<file path="src/rtl/mask_pair_pkg.sv">
package mask_pair_pkg;

  typedef enum logic [1:0] {
    SEL_NONE = 2'd0,
    SEL_M1   = 2'd1,
    SEL_M2   = 2'd2,
    SEL_OFF  = 2'd3
  } maskSel_e;

  typedef enum logic [1:0] {
    TGT_FG   = 2'd0,
    TGT_BG   = 2'd1,
    TGT_M2   = 2'd2,
    TGT_NONE = 2'd3
  } loadTgt_e;

  // one-hot-or-zero strobes from control to datapath
  typedef struct packed {
    logic wrFg;
    logic wrBg;
    logic wrM2;
    logic swap;
    logic shiftUp;
    logic shiftDown;
  } maskOps_t;

endpackage

</file>
<file path="src/rtl/mask_pair_ctrl.sv">
module mask_pair_ctrl
  import mask_pair_pkg::*;
(
  input  logic       clk,
  input  logic       rstN,
  input  logic       loadStb,
  input  logic [1:0] loadTgt,
  input  logic       swapStb,
  input  logic       shiftStb,
  input  logic       shiftLeft,
  input  logic       selStb,
  input  logic [1:0] selIn,
  output maskOps_t   ops,
  output maskSel_e   selCur
);

  // priority: load > swap > shift
  always_comb begin
    ops = '0;
    if (loadStb) begin
      unique case (loadTgt_e'(loadTgt))
        TGT_FG:   ops.wrFg = 1'b1;
        TGT_BG:   ops.wrBg = 1'b1;
        TGT_M2:   ops.wrM2 = 1'b1;
        default:  ops    = '0;
      endcase
    end else if (swapStb) begin
      ops.swap = 1'b1;
    end else if (shiftStb) begin
      ops.shiftUp   = shiftLeft;
      ops.shiftDown = ~shiftLeft;
    end
  end

  always_ff @(posedge clk) begin
    if (!rstN) begin
      selCur <= SEL_NONE;
    end else if (selStb) begin
      selCur <= maskSel_e'(selIn);
    end
  end

endmodule

</file>
<file path="src/rtl/mask_pair_dp.sv">
module mask_pair_dp
  import mask_pair_pkg::*;
#(
  parameter int MASK_W = 64,
  parameter int SEG_W  = 16,
  localparam int NSEG      = MASK_W / SEG_W,
  localparam int SEG_IDX_W = (NSEG > 1) ? $clog2(NSEG) : 1
) (
  input  logic                 clk,
  input  logic                 rstN,
  input  maskOps_t             ops,
  input  logic [SEG_IDX_W-1:0] segIdx,
  input  logic [SEG_W-1:0]     segData,
  input  maskSel_e             selCur,
  input  logic [MASK_W-1:0]    oldWord,
  input  logic [MASK_W-1:0]    newWord,
  output logic [MASK_W-1:0]    m1Fg,
  output logic [MASK_W-1:0]    m1Bg,
  output logic [MASK_W-1:0]    m2Val,
  output logic [MASK_W-1:0]    selMask,
  output logic [MASK_W-1:0]    mergeWord
);

  logic [MASK_W-1:0] segBits;
  logic [MASK_W-1:0] loadBits;
  logic [MASK_W-1:0] nextFg;
  logic [MASK_W-1:0] nextBg;
  logic [MASK_W-1:0] nextM2;

  // lane enables for the addressed segment
  for (genvar g = 0; g < NSEG; g++) begin : gSeg
    assign segBits[g*SEG_W +: SEG_W]  = {SEG_W{segIdx == SEG_IDX_W'(g)}};
    assign loadBits[g*SEG_W +: SEG_W] = segData;
  end

  always_comb begin
    nextFg = m1Fg;
    nextBg = m1Bg;
    nextM2 = m2Val;
    if (ops.wrFg) begin
      nextFg = (m1Fg & ~segBits) | (loadBits & segBits);
    end
    if (ops.wrBg) begin
      nextBg = (m1Bg & ~segBits) | (loadBits & segBits);
    end
    if (ops.swap) begin
      nextFg = m1Bg;
      nextBg = m1Fg;
    end
    if (ops.wrM2) begin
      nextM2 = (m2Val & ~segBits) | (loadBits & segBits);
    end else if (ops.shiftUp) begin
      nextM2 = {m2Val[MASK_W-2:0], 1'b0};
    end else if (ops.shiftDown) begin
      nextM2 = {1'b0, m2Val[MASK_W-1:1]};
    end
  end

  always_ff @(posedge clk) begin
    if (!rstN) begin
      m1Fg  <= '0;
      m1Bg  <= '0;
      m2Val <= '0;
    end else begin
      m1Fg  <= nextFg;
      m1Bg  <= nextBg;
      m2Val <= nextM2;
    end
  end

  always_comb begin
    unique case (selCur)
      SEL_M1:  selMask = m1Fg;
      SEL_M2:  selMask = m2Val;
      default: selMask = '0;
    endcase
  end

  assign mergeWord = (selMask & oldWord) | (~selMask & newWord);

endmodule

</file>
<file path="src/rtl/mask_pair_unit.sv">
module mask_pair_unit
  import mask_pair_pkg::*;
#(
  parameter int MASK_W = 64,
  parameter int SEG_W  = 16,
  localparam int NSEG      = MASK_W / SEG_W,
  localparam int SEG_IDX_W = (NSEG > 1) ? $clog2(NSEG) : 1
) (
  input  logic                 clk,
  input  logic                 rstN,
  input  logic                 loadStb,
  input  logic [1:0]           loadTgt,
  input  logic [SEG_IDX_W-1:0] segIdx,
  input  logic [SEG_W-1:0]     segData,
  input  logic                 swapStb,
  input  logic                 shiftStb,
  input  logic                 shiftLeft,
  input  logic                 selStb,
  input  logic [1:0]           selIn,
  input  logic [MASK_W-1:0]    oldWord,
  input  logic [MASK_W-1:0]    newWord,
  output logic [MASK_W-1:0]    selMask,
  output logic [MASK_W-1:0]    mergeWord
);

  maskOps_t          ops;
  maskSel_e          selCur;
  logic [MASK_W-1:0] m1Fg;
  logic [MASK_W-1:0] m1Bg;
  logic [MASK_W-1:0] m2Val;

  mask_pair_ctrl uCtrl (
    .clk       (clk),
    .rstN      (rstN),
    .loadStb   (loadStb),
    .loadTgt   (loadTgt),
    .swapStb   (swapStb),
    .shiftStb  (shiftStb),
    .shiftLeft (shiftLeft),
    .selStb    (selStb),
    .selIn     (selIn),
    .ops       (ops),
    .selCur    (selCur)
  );

  mask_pair_dp #(.MASK_W(MASK_W), .SEG_W(SEG_W)) uDp (
    .clk       (clk),
    .rstN      (rstN),
    .ops       (ops),
    .segIdx    (segIdx),
    .segData   (segData),
    .selCur    (selCur),
    .oldWord   (oldWord),
    .newWord   (newWord),
    .m1Fg      (m1Fg),
    .m1Bg      (m1Bg),
    .m2Val     (m2Val),
    .selMask   (selMask),
    .mergeWord (mergeWord)
  );

endmodule

</file>
<file path="config.mk">
export PLATFORM = sky130hd
export DESIGN_NAME = mask_pair_unit
export DESIGN_NICKNAME = d
export VERILOG_FILES = /design/src/rtl/mask_pair_pkg.sv /design/src/rtl/mask_pair_ctrl.sv /design/src/rtl/mask_pair_dp.sv /design/src/rtl/mask_pair_unit.sv
export SDC_FILE = /design/constraint.sdc
export NUM_CORES = 1
export LEC_CHECK = 0
export BUFFER_PORTS_ARGS = -buffer_cell sky130_fd_sc_hd__buf_2
export CAP_MARGIN = 15
export CORE_MARGIN = 2
export CORE_UTILIZATION = 56
export CTS_BUF_LIST = sky130_fd_sc_hd__clkbuf_4
export CTS_CLUSTER_SIZE = 14
export DETAILED_ROUTE_END_ITERATION = 7
export HOLD_SLACK_MARGIN = 0.03
export PLACE_DENSITY = 0.88
export SYNTH_ARGS = -nofsm -noshare
export SYNTH_HDL_FRONTEND = slang
export SYNTH_HIERARCHICAL = 1
export SYNTH_SLANG_ARGS = --single-unit
</file>
<file path="constraint.sdc">
create_clock -name clk -period 1.68 [get_ports clk]
set_input_delay 0 -clock clk [delete_from_list [all_inputs] [get_ports clk]]
set_output_delay 0 -clock clk [all_outputs]
set_load 0.01 [all_outputs]
</file>
==> impl_metrics.py <==
metrics = {
    "outcome": {
        "outcome": "complete, but fails checks",
        "violations": "setup timing",
    },
    "grt": {
        "grt-ovfl-total": 0,
        "grt_start_max_net_pins": 77,
        "grtUsageTotal": 0.352,
        "grt_pass1_wl_microns": 60500,
        "grt_antenna_before_repair": 1,
        "first_global_vias": 11200,
    },
    "die": {
        "pin_count": 285,
        "dieWidth_microns": 147,
        "die_area_sq_mm": 0.0216,
        "num_rows": 52,
        "start_util": 0.569,
        "die_h_microns": 147,
        "core_sq_mm": 0.0201,
    },
    "place": {
        "dpl_cell_area_sq_mm": 0.0130,
        "gp_congestion": 0.894,
        "port_buffers": 284,
        "hpwl_microns": 26400,
        "numPlacedInstances": 1898,
    },
    "final_layout": {
        "drive_gt1_frac": 0.326,
        "final_area_sq_mm": 0.0146,
        "utilization": 0.726,
        "final_cell_mix": "buf_2, dfxtp_1, nand2_1",
        "fin_cells": 1980,
        "area_delta_synth_final_pct": 27.6,
        "final_nets": 1855,
        "layout_commonest_cell": "buf_2",
        "fillCellCount": 1387,
    },
    "route": {
        "route.detailed.drc": 0,
        "routed_wl_microns": 41900,
        "num_vias": 12700,
        "dr.pass1.iters": 8,
        "wire_per_inst_microns": 21.1,
        "drtIter0Drc": 2048,
        "routed_via_density": 6.42,
        "final_antenna_net_count": 0,
    },
    "timing": {
        "rsz0062_at_grt": "yes",
        "timing.slew.headroom": 0.601,
        "worst_slew_pin_slew_ns": 0.596,
        "finalCritPeriodShare": 1.40,
        "fmax_ghz": 0.425,
        "hold_viol": 0,
        "drv_slew": 0,
        "finalCriticalPeriod_ns": 2.35,
        "setup_viol": 128,
        "finalClockSkew_ns": 0.0148,
        "final.setup.worst_slack_ns": -0.673,
    },
    "yosys": {
        "synth_sequential_area_ratio": 0.340,
        "synth_edf_count": 0,
        "async_flop_share": 0,
        "synthCells": 1448,
        "synth_area_leaders": "dfxtp_1, mux2i_1, mux2_2",
        "ys.flop_type": "dfxtp_1",
        "netlist.area_leader.share": 0.340,
        "synth_cell_type_count": 47,
        "ys_warn_count": 6,
        "syn_area_per_cell_sq_um": 7.90,
        "syn_nets": 1607,
        "ys_ff_latch": 194,
        "syn_area_sq_mm": 0.0114,
        "synth_top_cell_by_area": "dfxtp_1",
    },
    "clocking": {
        "clock_sinks": 194,
        "clk_pin_slew_ns": 0.15,
        "clockBufferDepth": 2,
        "htree_levels": 4,
        "cts_tree": "done",
        "cts_buffers": 17,
        "root_buffer": "clkbuf_4",
        "clock_latency_ns": 0.61,
    },
    "flow_run": {
        "maxCapViolations": 0,
    },
    "power": {
        "p_leak_uw": 0.00565,
        "power_uw": 9840,
        "p_per_area_mw_per_mm2": 674,
        "ir_drop_mv": 0.469,
    },
    "setup_path": {
        "crit_type": "flop to output port",
        "worstRegToRegCells": 4,
        "cp.arrival_ns": 2.35,
        "crit_path_start_kind": "flop",
        "crit_path_end_kind": "output port",
        "rrSetupSlack_ns": 0.32,
        "worst_ep_required_time_ns": 1.68,
        "critPathMaxFanout": 6,
    },
    "hold_path": {
        "min_path_type": "input port to flop",
        "min_path_cells": 5,
    },
}
-- report_power, final --
part | switching (uW) | internal [uW] | total (uW) | leakage, uW
combinational | 1170 | 867 | 2040 | 0.00391
sequential | 236 | 4850 | 5090 | 0.00159
clock | 1650 | 1060 | 2710 | 0.000151
total | 3060 | 6780 | 9840 | 0.00565
-- cell usage after synthesis, drive strengths merged (18+ instances only) --
cell / count
clkbuf: 71
dfxtp: 194
o211ai: 45
o21ai: 133
nand2b: 18
buf: 81
nor2: 115
nor3: 95
o21a: 45
mux2: 66
a22oi: 64
nand3: 46
mux2i: 82
nand3b: 47
nand2: 142
a21oi: 129
-- routing by layer --
layer  vias to the layer above  routed length, microns  track usage
li1                       5707                       -            -
met3                       207                    5080       0.0767
met5                         -                       0            0
met4                         0                    2470        0.158
met1                      5770                   15400        0.457
met2                      1033                   18900        0.563
-- worst paths after layout --
path                   startpoint               to
setup / recovery  uCtrl/selCur[0]    mergeWord[62]
hold / removal          segIdx[1]             flop
setup reg to reg  uCtrl/selCur[0]  uCtrl/selCur[0]
hold reg to reg              flop             flop
-- worst max-delay path, stage by stage (launching register included) --
cell	delay, ns
dfxtp_4	0.40
inv_4	0.06
ha_4	0.16
buf_12	0.16
clkbuf_16	0.18
a22oi_1	0.10
nor2_1	0.22
mux2_4	0.34
buf_6	0.12
-- kinds of logic (layout without fill, tap and decap cells) --
kind of cell / after synthesis / after routing / synth area share
fa+ha+maj: 2 / 2 / 0.00219
compound gates: 469 / 469 / 0.254
mux: 148 / 148 / 0.137
simple gates: 478 / 478 / 0.203
other cells: 0 / 1 / 0
flops: 194 / 194 / 0.340
buf+inv: 157 / 418 / 0.0637
-- area by class of cell --
cell class / count / area (sq um) / area share
multi-input cells: 1097 / 7260 / 0.498
flip-flops and latches: 194 / 3890 / 0.266
well taps: 270 / 338 / 0.0232
clock inverters: 13 / 160 / 0.0110
repair buffers: 381 / 2770 / 0.190
clock buffers: 19 / 143 / 0.00977
inverters: 5 / 23.8 / 0.00163
diodes: 1 / 2.50 / 0.000171
-- through the flow --
step	setup WS [ns]	setup TNS (ns)	hold slack, ns
floorplan	0.0428	0	0.128
global placement	-0.00411	-0.00411	0.282
detailed placement	-0.0198	-0.0198	0.289
CTS	-0.647	-56.72	0.0371
global route	-0.733	-67.26	0.0800
finish	-0.673	-56.67	0.0638
-- what timing repair did --
item	CTS	global route
setup endpoints to repair	128	129
hold buffers	25	0
endpoints found under the hold margin	184	0
pin swaps	4	38
cloned	3	6
resized for setup	32	125
setup buffers	6	12
Power figures use the tool's default switching activity.
